===== src/rtl/ddr2_cmd_pkg.sv =====
package ddr2_cmd_pkg;

  // Internal command kinds; K_NONE means no strobe this cycle.
  typedef enum logic [3:0] {
    K_NONE = 4'd0,
    K_MRS  = 4'd1,
    K_REF  = 4'd2,
    K_SRE  = 4'd3,
    K_SRX  = 4'd4,
    K_PRE  = 4'd5,
    K_ACT  = 4'd6,
    K_WR   = 4'd7,
    K_RD   = 4'd8,
    K_NOP  = 4'd9,
    K_DESL = 4'd10,
    K_PDE  = 4'd11,
    K_PDX  = 4'd12
  } cmd_kind_e;

  // One-hot bit of each kind is its code minus one.
  localparam int NUM_CMD = 12;
  localparam int B_MRS   = 0;
  localparam int B_REF   = 1;
  localparam int B_SRE   = 2;
  localparam int B_SRX   = 3;
  localparam int B_PRE   = 4;
  localparam int B_ACT   = 5;
  localparam int B_WR    = 6;
  localparam int B_RD    = 7;
  localparam int B_NOP   = 8;
  localparam int B_DESL  = 9;
  localparam int B_PDE   = 10;
  localparam int B_PDX   = 11;

  typedef enum logic [1:0] {
    PWR_ACT  = 2'd0,
    PWR_PDN  = 2'd1,
    PWR_SREF = 2'd2
  } pwr_e;

  // {ras_n, cas_n, we_n} with chip select low
  localparam logic [2:0] OP_MODE = 3'b000;
  localparam logic [2:0] OP_REFR = 3'b001;
  localparam logic [2:0] OP_PREC = 3'b010;
  localparam logic [2:0] OP_ACTV = 3'b011;
  localparam logic [2:0] OP_WRIT = 3'b100;
  localparam logic [2:0] OP_READ = 3'b101;
  localparam logic [2:0] OP_IDLE = 3'b111;

endpackage


===== src/rtl/ddr2_pin_decode.sv =====
module ddr2_pin_decode
  import ddr2_cmd_pkg::*;
(
  input  logic      cs_n,
  input  logic      ras_n,
  input  logic      cas_n,
  input  logic      we_n,
  input  logic      cke,
  input  logic      cke_prev,
  input  pwr_e      pwr,
  output cmd_kind_e kind
);

  logic [2:0] op;
  logic       idle_like;

  assign op        = {ras_n, cas_n, we_n};
  assign idle_like = cs_n | (op == OP_IDLE);

  always_comb begin
    kind = K_NONE;
    unique case (pwr)
      PWR_SREF: begin
        // exit does not depend on the command pins
        if (cke) kind = K_SRX;
      end
      PWR_PDN: begin
        if (cke && idle_like) kind = K_PDX;
      end
      default: begin
        if (cke_prev) begin
          if (cke) begin
            if (cs_n) begin
              kind = K_DESL;
            end else begin
              unique case (op)
                OP_MODE: kind = K_MRS;
                OP_REFR: kind = K_REF;
                OP_PREC: kind = K_PRE;
                OP_ACTV: kind = K_ACT;
                OP_WRIT: kind = K_WR;
                OP_READ: kind = K_RD;
                OP_IDLE: kind = K_NOP;
                default: kind = K_NONE;
              endcase
            end
          end else if (!cs_n && op == OP_REFR) begin
            kind = K_SRE;
          end else if (idle_like) begin
            kind = K_PDE;
          end
        end
      end
    endcase
  end

endmodule


===== src/rtl/ddr2_pwr_track.sv =====
module ddr2_pwr_track
  import ddr2_cmd_pkg::*;
(
  input  logic      clk,
  input  logic      rst_n,
  input  logic      cke,
  input  cmd_kind_e kind,
  output logic      cke_prev,
  output pwr_e      pwr
);

  pwr_e pwr_next;

  always_comb begin
    pwr_next = pwr;
    unique case (kind)
      K_SRE:        pwr_next = PWR_SREF;
      K_PDE:        pwr_next = PWR_PDN;
      K_SRX, K_PDX: pwr_next = PWR_ACT;
      default:      pwr_next = pwr;
    endcase
  end

  always_ff @(posedge clk or negedge rst_n) begin
    if (!rst_n) begin
      cke_prev <= 1'b0;
      pwr      <= PWR_ACT;
    end else begin
      cke_prev <= cke;
      pwr      <= pwr_next;
    end
  end

endmodule


===== src/rtl/ddr2_burst_watch.sv =====
module ddr2_burst_watch
  import ddr2_cmd_pkg::*;
#(
  parameter int SHORT_BL = 4,
  parameter int LONG_BL  = 8
) (
  input  logic      clk,
  input  logic      rst_n,
  input  logic      bl8,
  input  cmd_kind_e kind,
  output logic      illegal
);

  localparam int SHORT_CLK = SHORT_BL / 2;
  localparam int LONG_CLK  = LONG_BL / 2;
  localparam int MAX_CLK   = (LONG_CLK > SHORT_CLK) ? LONG_CLK : SHORT_CLK;
  localparam int CNT_W     = $clog2(MAX_CLK + 1);

  logic [CNT_W-1:0] remain;
  logic             burst_wr;
  logic             col_cmd;
  logic             col_wr;
  logic [CNT_W-1:0] load_val;

  assign col_cmd  = (kind == K_RD) || (kind == K_WR);
  assign col_wr   = (kind == K_WR);
  assign load_val = bl8 ? CNT_W'(LONG_CLK) : CNT_W'(SHORT_CLK);

  always_ff @(posedge clk or negedge rst_n) begin
    if (!rst_n) begin
      remain   <= '0;
      burst_wr <= 1'b0;
      illegal  <= 1'b0;
    end else if (col_cmd) begin
      illegal  <= (remain != '0) && (col_wr != burst_wr);
      remain   <= load_val;
      burst_wr <= col_wr;
    end else begin
      illegal  <= 1'b0;
      if (remain != '0) remain <= remain - 1'b1;
    end
  end

endmodule


===== src/rtl/ddr2_cmd_decoder.sv =====
module ddr2_cmd_decoder
  import ddr2_cmd_pkg::*;
#(
  parameter int BANK_W   = 2,
  parameter int SHORT_BL = 4,
  parameter int LONG_BL  = 8
) (
  input  logic              clk,
  input  logic              rst_n,
  input  logic              cs_n,
  input  logic              ras_n,
  input  logic              cas_n,
  input  logic              we_n,
  input  logic              cke,
  input  logic [BANK_W-1:0] ba,
  input  logic              a10,
  input  logic              bl8,
  output logic [11:0]       cmd_oh,
  output logic [BANK_W-1:0] cmd_bank,
  output logic              cmd_a10,
  output logic              cmd_ext,
  output logic [1:0]        pwr_state,
  output logic              burst_illegal
);

  cmd_kind_e           kind;
  logic                cke_prev;
  pwr_e                pwr;
  logic [NUM_CMD-1:0]  oh_next;
  logic [BANK_W-1:0]   bank_next;
  logic                a10_next;
  logic                ext_next;
  logic                banked;

  ddr2_pin_decode u_dec (
    .cs_n     (cs_n),
    .ras_n    (ras_n),
    .cas_n    (cas_n),
    .we_n     (we_n),
    .cke      (cke),
    .cke_prev (cke_prev),
    .pwr      (pwr),
    .kind     (kind)
  );

  ddr2_pwr_track u_pwr (
    .clk      (clk),
    .rst_n    (rst_n),
    .cke      (cke),
    .kind     (kind),
    .cke_prev (cke_prev),
    .pwr      (pwr)
  );

  ddr2_burst_watch #(
    .SHORT_BL (SHORT_BL),
    .LONG_BL  (LONG_BL)
  ) u_burst (
    .clk     (clk),
    .rst_n   (rst_n),
    .bl8     (bl8),
    .kind    (kind),
    .illegal (burst_illegal)
  );

  for (genvar g = 0; g < NUM_CMD; g++) begin : g_oh
    assign oh_next[g] = (kind == cmd_kind_e'(g + 1));
  end

  assign banked    = (kind == K_ACT) || (kind == K_RD) || (kind == K_WR) ||
                     ((kind == K_PRE) && !a10);
  assign bank_next = banked ? ba : '0;
  assign a10_next  = a10 && ((kind == K_PRE) || (kind == K_RD) || (kind == K_WR));
  assign ext_next  = (kind == K_MRS) && ba[0];

  always_ff @(posedge clk or negedge rst_n) begin
    if (!rst_n) begin
      cmd_oh   <= '0;
      cmd_bank <= '0;
      cmd_a10  <= 1'b0;
      cmd_ext  <= 1'b0;
    end else begin
      cmd_oh   <= oh_next;
      cmd_bank <= bank_next;
      cmd_a10  <= a10_next;
      cmd_ext  <= ext_next;
    end
  end

  assign pwr_state = pwr;

endmodule


===== config.mk =====
export PLATFORM = sky130hd
export DESIGN_NAME = ddr2_cmd_decoder
export DESIGN_NICKNAME = d
export VERILOG_FILES = /design/src/rtl/ddr2_cmd_pkg.sv /design/src/rtl/ddr2_pin_decode.sv /design/src/rtl/ddr2_pwr_track.sv /design/src/rtl/ddr2_burst_watch.sv /design/src/rtl/ddr2_cmd_decoder.sv
export SDC_FILE = /design/constraint.sdc
export NUM_CORES = 1
export LEC_CHECK = 0
export BUFFER_PORTS_ARGS = -buffer_cell sky130_fd_sc_hd__buf_2
export CAP_MARGIN = 20
export CORE_MARGIN = 3
export CORE_UTILIZATION = 50
export DETAILED_ROUTE_END_ITERATION = 7
export PLACE_DENSITY = 0.77
export SKIP_CTS_REPAIR_TIMING = 1
export SLEW_MARGIN = 20
export SYNTH_ARGS = -nofsm -noshare
export SYNTH_HDL_FRONTEND = slang
export SYNTH_SLANG_ARGS = --single-unit

===== constraint.sdc =====
create_clock -name clk -period 2.8 [get_ports clk]
set_clock_uncertainty 0.2 [all_clocks]
set_input_delay 0.28 -clock clk [delete_from_list [all_inputs] [get_ports clk]]
set_output_delay 0.28 -clock clk [all_outputs]
set_load 0.05 [all_outputs]

==> results of run 1 <==
[logic make-up after synthesis]
logic type / synth area share
simple gates: 0.1571
flops: 0.4863
xor+xnor: 0.01419
buf+inv: 0.05978
fa+ha+maj: 0.04053
compound gates: 0.2128
mux: 0.02938
[where the power goes]
part	switching (mW)	total (mW)	internal [mW]
clock network	0.103	0.247	0.145
registers	0.0275	0.441	0.413
logic	0.426	0.652	0.226
total	0.556	1.34	0.784
[per-stage QoR]
step,power (mW),instance area [sq um],hold WS (ns),instances
floorplan,0.9657,1236,-0.2156,115
global placement,1.068,1388,0.07179,168
detailed placement,1.095,1388,0.08532,168
CTS,1.342,1440,-0.2722,172
global route,1.425,1500,0.1359,178
finish,1.340,1500,0.1325,178
[sequential cells by signal, indices dropped and copies added (netlist names)]
name / count
cmd_oh: 12
u_burst.remain: 3
cmd_bank: 2
u_pwr.pwr: 2
cmd_a10: 1
cmd_ext: 1
u_burst.burst_wr: 1
u_burst.illegal: 1
u_pwr.cke_prev: 1
[area by class of cell]
type | count | area, sq um | share of cell area
inverter | 8 | 30.03 | 0.02002
sequential | 24 | 601.8 | 0.4012
timing repair buffer | 37 | 220.2 | 0.1468
clock buffer | 3 | 22.52 | 0.01501
tap | 28 | 35.03 | 0.02335
multi-input combinational | 77 | 560.5 | 0.3736
clock inverter | 1 | 30.03 | 0.02002
[layer usage]
| layer | GRT usage | routed length (um) | vias up |
|---|---|---|---|
| met5 | 0 | 0 | - |
| met4 | 0.03125 | 10 | 0 |
| met3 | 0.05568 | 188 | 2 |
| met2 | 0.2821 | 1201 | 39 |
| met1 | 0.2265 | 1124 | 450 |
| li1 | - | - | 473 |
[worst max-delay path, delay by kind of cell, from the launching register on]
kind | cells | cell delay [ns]
multiplexers | 1 | 0.29
AND/OR/NAND/NOR | 1 | 0.23
buffers and inverters | 1 | 0.06
flip-flops | 1 | 0.39
adder cells (fa/ha/maj) | 1 | 0.39
AO/OA/AOI/OAI | 3 | 0.93
[placed cells by master (no fill, tap or decap), types with 2 or more instances in the layout]
cell	Yosys	layout
clkbuf_4	0	3
inv_1	8	8
a211oi_1	2	2
a21oi_1	9	9
nand3_1	2	2
dfrtp_1	24	23
buf_4	1	2
o21ai_0	4	4
o22ai_1	3	3
o21a_1	3	3
nor2_1	16	16
dlygate4sd3_1	0	6
nor3_1	4	4
ha_1	4	4
a2111oi_4	2	2
nand2_1	3	3
buf_2	2	29
nor2b_1	3	3
[worst min path at each step]
stage | slack (ns) | from | to | cells past startpoint
detailed placement | 0.09 | rst_n | cmd_oh[11] | 1
global route | 0.14 | cs_n | cmd_oh[11] | 3
global placement | 0.07 | rst_n | cmd_oh[11] | 1
floorplan | -0.22 | rst_n | cmd_a10 | 0
finish | 0.13 | cs_n | cmd_oh[11] | 3
CTS | -0.27 | rst_n | u_burst.illegal | 1
==> run_results.csv, run 1 <==
group,metric,value,unit
cells_and_area,synthToLayoutAreaGrowth,21.48,%
critical_path,rr_startpoint,"u_pwr.pwr[0]",
floorplanning,die_w,55.70,um
global_route,grt_pass1_wl,4.278,mm
placement,port_buffers,29,
critical_path,cp_slowest_cell,"o21ai_0",
clock_tree,cts_tree,"built",
detailed_routing,routed_via_density,5.416,
placement,dp_slack,0.2870,ns
status,status,"finished, final reports clean",
global_route,antenna_found_initial,0,
clock_tree,cts_root_buffer,"clkbuf_4",
cells_and_area,layout-drive-gt1-share,0.3133,
timing,maxSlewViolCount,0,
critical_path,cp_slowest_stage_delay,0.41,ns
global_route,grt_start_max_net_pins,25,
clock_tree,htree_levels,1,
clock_tree,cts_num_sinks,24,
synthesis,synth-edff-count,0,
clock_tree,clk_latency,0.32,ns
placement,dp_hpwl,1.873,mm
detailed_routing,ant_nets,0,
floorplanning,initial_core_util,0.5426,
min_path,holdCritPathClass,"in2reg",
detailed_routing,drcViolationCount,0,
floorplanning,fp-row-count,17,
synthesis,yosysUniqueCellTypes,40,
critical_path,critPathLaunchType,"flip-flop",
cells_and_area,final_nets,166,
pwr,p_leak,0.7388,nW
critical_path,cp.required,2.82,ns
critical_path,endpoint_kind,"flip-flop",
clock_tree,cts_buffers,3,
clock_tree,clk_pin_slew,0.13,ns
cells_and_area,fin_util,0.6592,
synthesis,yosysTopAreaCell,"dfrtp_1",
detailed_routing,drt_iter0_markers,16,
critical_path,crit_chain,"inv_1 > ha_1 > nand2_1 > a31o_2 > o21ai_0 > o22a_4 > mux2_4",
timing,hold_viol_final,0,
critical_path,cp-startpoint,"u_pwr.pwr[0]",
timing,setup_slack,0.2187,ns
synthesis,syn_area,1235,sq um
timing,tns,0,ns
synthesis,ys_seq_elements,24,
run,maxCapViolCount,0,
critical_path,r2r_end,"u_burst.remain[2]",
floorplanning,die-height,55.70,um
detailed_routing,wl_per_cell,14.19,um
synthesis,synth_top_area_frac,0.4863,
synthesis,synth_most_common_cell,"dfrtp_1",
pwr,ir_drop,0.9087,mV
synthesis,avgSynthCellArea,10.74,sq um
clock_tree,clock_tree.buffer_depth,2,
floorplanning,pin_count,30,
synthesis,synth-main-ff-cell,"dfrtp_1",
critical_path,cp.arrival,2.60,ns
critical_path,cp_max_fo,7,
timing,rsz0062_at_grt,"no",
detailed_routing,drt_pass1_iterations,4,
synthesis,synthArstFlopShare,1.000,
global_route,grt-ovfl-total,0,
synthesis,synthTopCellsByArea,"dfrtp_1 49%, nor2_1 4.9%, a2111oi_4 4.5%",
synthesis,syn_inst,115,
cells_and_area,n_fill_cell,181,
timing,max_freq,0.3874,GHz
critical_path,reg2reg_slack,0.22,ns
cells_and_area,antenna_cells,0,
pwr,p_per_area,893.2,nW/um^2
critical_path,crit_type,"reg2reg",
synthesis,yosysSeqAreaShare,0.4863,
timing,finalSetupViolations,0,
detailed_routing,via_count,964,
synthesis,yosys_warnings,0,
floorplanning,dieArea,3102,sq um
timing,period_needed,2.581,ns
timing,slew-limit-headroom,0.6491,
critical_path,r2r_cells,7,
timing,worstMarginPinSlew,0.5264,ns
detailed_routing,routed_wl,2.525,mm
floorplanning,core-area,2276,sq um
synthesis,synth.top_cells.by_count,"24 x dfrtp_1, 16 x nor2_1, 9 x a21oi_1",
global_route,grt_pass1_vias,906,
synthesis,syn-num-nets,130,
global_route,grt_use_total,0.1727,
critical_path,setup.worst_path.end,"u_burst.remain[2]",
timing,min_period_over_period,0.9219,
placement,gp_congestion,0.8512,
No activity file was read; power rests on OpenSTA's default activity.
==> inputs of run 2 (changes only) <==
CTS_CLUSTER_SIZE = 28   (was not set)
REMOVE_ABC_BUFFERS = 1   (was not set)
==> run 2 against run 1 <==
Net effect:
- final area down 1.3%
- first-iteration DRC count unchanged
- combinational power down 1%
- critical endpoint unchanged
- largest power group unchanged
- highest routed layer unchanged
==> run_results.csv, run 2 (same netlist as run 1, synthesis figures left out) <==
group,metric,value,unit
floorplanning,fp-row-count,17,
timing,tns,0,ns
clock_tree,cts_tree,"built",
detailed_routing,drt_pass1_iterations,4,
critical_path,critPathLaunchType,"flip-flop",
detailed_routing,via_count,967,
clock_tree,cts_buffers,3,
critical_path,reg2reg_slack,0.20,ns
min_path,holdCritPathClass,"in2reg",
floorplanning,die_w,55.70,um
cells_and_area,fin_cells,176,
placement,dp.cells,167,
timing,slew-limit-headroom,0.6666,
critical_path,path_depth,7,
cells_and_area,final_common_cell,"buf_2",
placement,gp_congestion,0.8477,
timing,min_period_over_period,0.9280,
critical_path,r2r_cells,7,
clock_tree,clk_pin_slew,0.13,ns
critical_path,crit_chain,"inv_1 > ha_1 > nand2_1 > a2111oi_4 > or2_1 > o22a_4 > mux2_4",
detailed_routing,drcViolationCount,0,
global_route,grt_pass1_vias,930,
global_route,grt-ovfl-total,0,
cells_and_area,largestRegisters,"cmd_oh x12, u_burst.remain x3",
detailed_routing,drt_iter0_markers,16,
critical_path,rr_startpoint,"u_pwr.pwr[0]",
critical_path,crit_family,"compound AO/OA/AOI/OAI gates",
min_path,hp-start,"a10",
global_route,grt_start_max_net_pins,25,
critical_path,crit_type,"reg2reg",
placement,dp_hpwl,1.812,mm
global_route,grt_use_total,0.1669,
critical_path,cp.required,2.81,ns
cells_and_area,final_nets,164,
detailed_routing,routed_via_density,5.494,
cells_and_area,final_cell_mix,"29 x buf_2, 24 x dfrtp_1, 16 x nor2_1",
critical_path,r2r_end,"u_burst.remain[2]",
timing,hold_viol_final,0,
cells_and_area,antenna_cells,0,
floorplanning,initial_core_util,0.5426,
cells_and_area,synthToLayoutAreaGrowth,19.96,%
critical_path,cp_max_fo,8,
clock_tree,cts_num_sinks,24,
pwr,finalPower,1.328,mW
clock_tree,clk_latency,0.31,ns
clock_tree,cts_root_buffer,"clkbuf_4",
global_route,antenna_found_initial,0,
pwr,p_per_area,896.5,nW/um^2
timing,finalSetupViolations,0,
timing,rsz0062_at_grt,"no",
critical_path,endpoint_kind,"flip-flop",
timing,max_freq,0.3849,GHz
floorplanning,die-height,55.70,um
run,maxCapViolCount,0,
critical_path,critical_path_buf_inv_count,1,
min_path,worstHoldPathCells,2,
floorplanning,pin_count,30,
cells_and_area,largest-register,"cmd_oh",
pwr,ir_drop,0.7417,mV
pwr,p_leak,0.7308,nW
min_path,min_to,"cmd_a10",
cells_and_area,largest_register_ffs,12,
global_route,grt_pass1_wl,4.153,mm
cells_and_area,layout-drive-gt1-share,0.3041,
critical_path,cp_slowest_stage_delay,0.40,ns
detailed_routing,ant_nets,0,
clock_tree,htree_levels,1,
critical_path,cp_slowest_cell,"dfrtp_1",
timing,maxSlewViolCount,0,
timing,period_needed,2.598,ns
cells_and_area,fin_util,0.6509,
floorplanning,dieArea,3102,sq um
timing,worstMarginPinSlew,0.5002,ns
floorplanning,core-area,2276,sq um
placement,port_buffers,29,
detailed_routing,wl_per_cell,13.56,um
critical_path,cp.arrival,2.61,ns
status,status,"finished, final reports clean",
detailed_routing,routed_wl,2.386,mm
clock_tree,clock_tree.buffer_depth,2,
run 2: per-layer routing:
layer  track usage  vias up  wire, um
li1              -      470         -
met1        0.2164      448      1028
met2        0.2568       41      1136
met3       0.04408        8       158
met4       0.08333        0        63
met5             0        -         0
run 2: layout make-up:
cell class              count  area [sq um]
inverters                   8         30.03
flip-flops and latches     24         600.6
clock buffers               3         22.52
multi-input cells          77         560.5
fillers                   177         794.5
clock inverters             1         30.03
well taps                  28         35.03
repair buffers             35         202.7
run 2: worst max path at each step:
stage | startpoint | endpoint | slack, ns
global route | u_pwr.pwr[0] | u_burst.remain[2] | 0.04
global placement | ras_n | u_burst.remain[2] | 0.31
finish | u_pwr.pwr[0] | u_burst.remain[2] | 0.20
detailed placement | u_pwr.pwr[0] | u_burst.remain[2] | 0.24
CTS | u_pwr.pwr[0] | u_burst.remain[2] | 0.22
floorplan | u_pwr.pwr[0] | u_burst.remain[2] | -0.04
run 2: report_power, final:
part | total [mW] | internal [mW] | switching, mW
sequential | 0.440 | 0.412 | 0.0280
combinational | 0.643 | 0.224 | 0.419
clock | 0.245 | 0.145 | 0.100
run 2: per-stage QoR:
| stage | worst slack [ns] | instance area (sq um) | hold WS [ns] |
|---|---|---|---|
| 2_1_floorplan | -0.04398 | 1191 | -0.2156 |
| 5_1_grt | 0.03902 | 1481 | 0.002217 |
| 3_3_place_gp | 0.3092 | 1379 | 0.07358 |
| 6_report | 0.2017 | 1481 | 0.01894 |
| 3_5_place_dp | 0.2443 | 1379 | 0.08748 |
| 4_1_cts | 0.2154 | 1431 | -0.2757 |
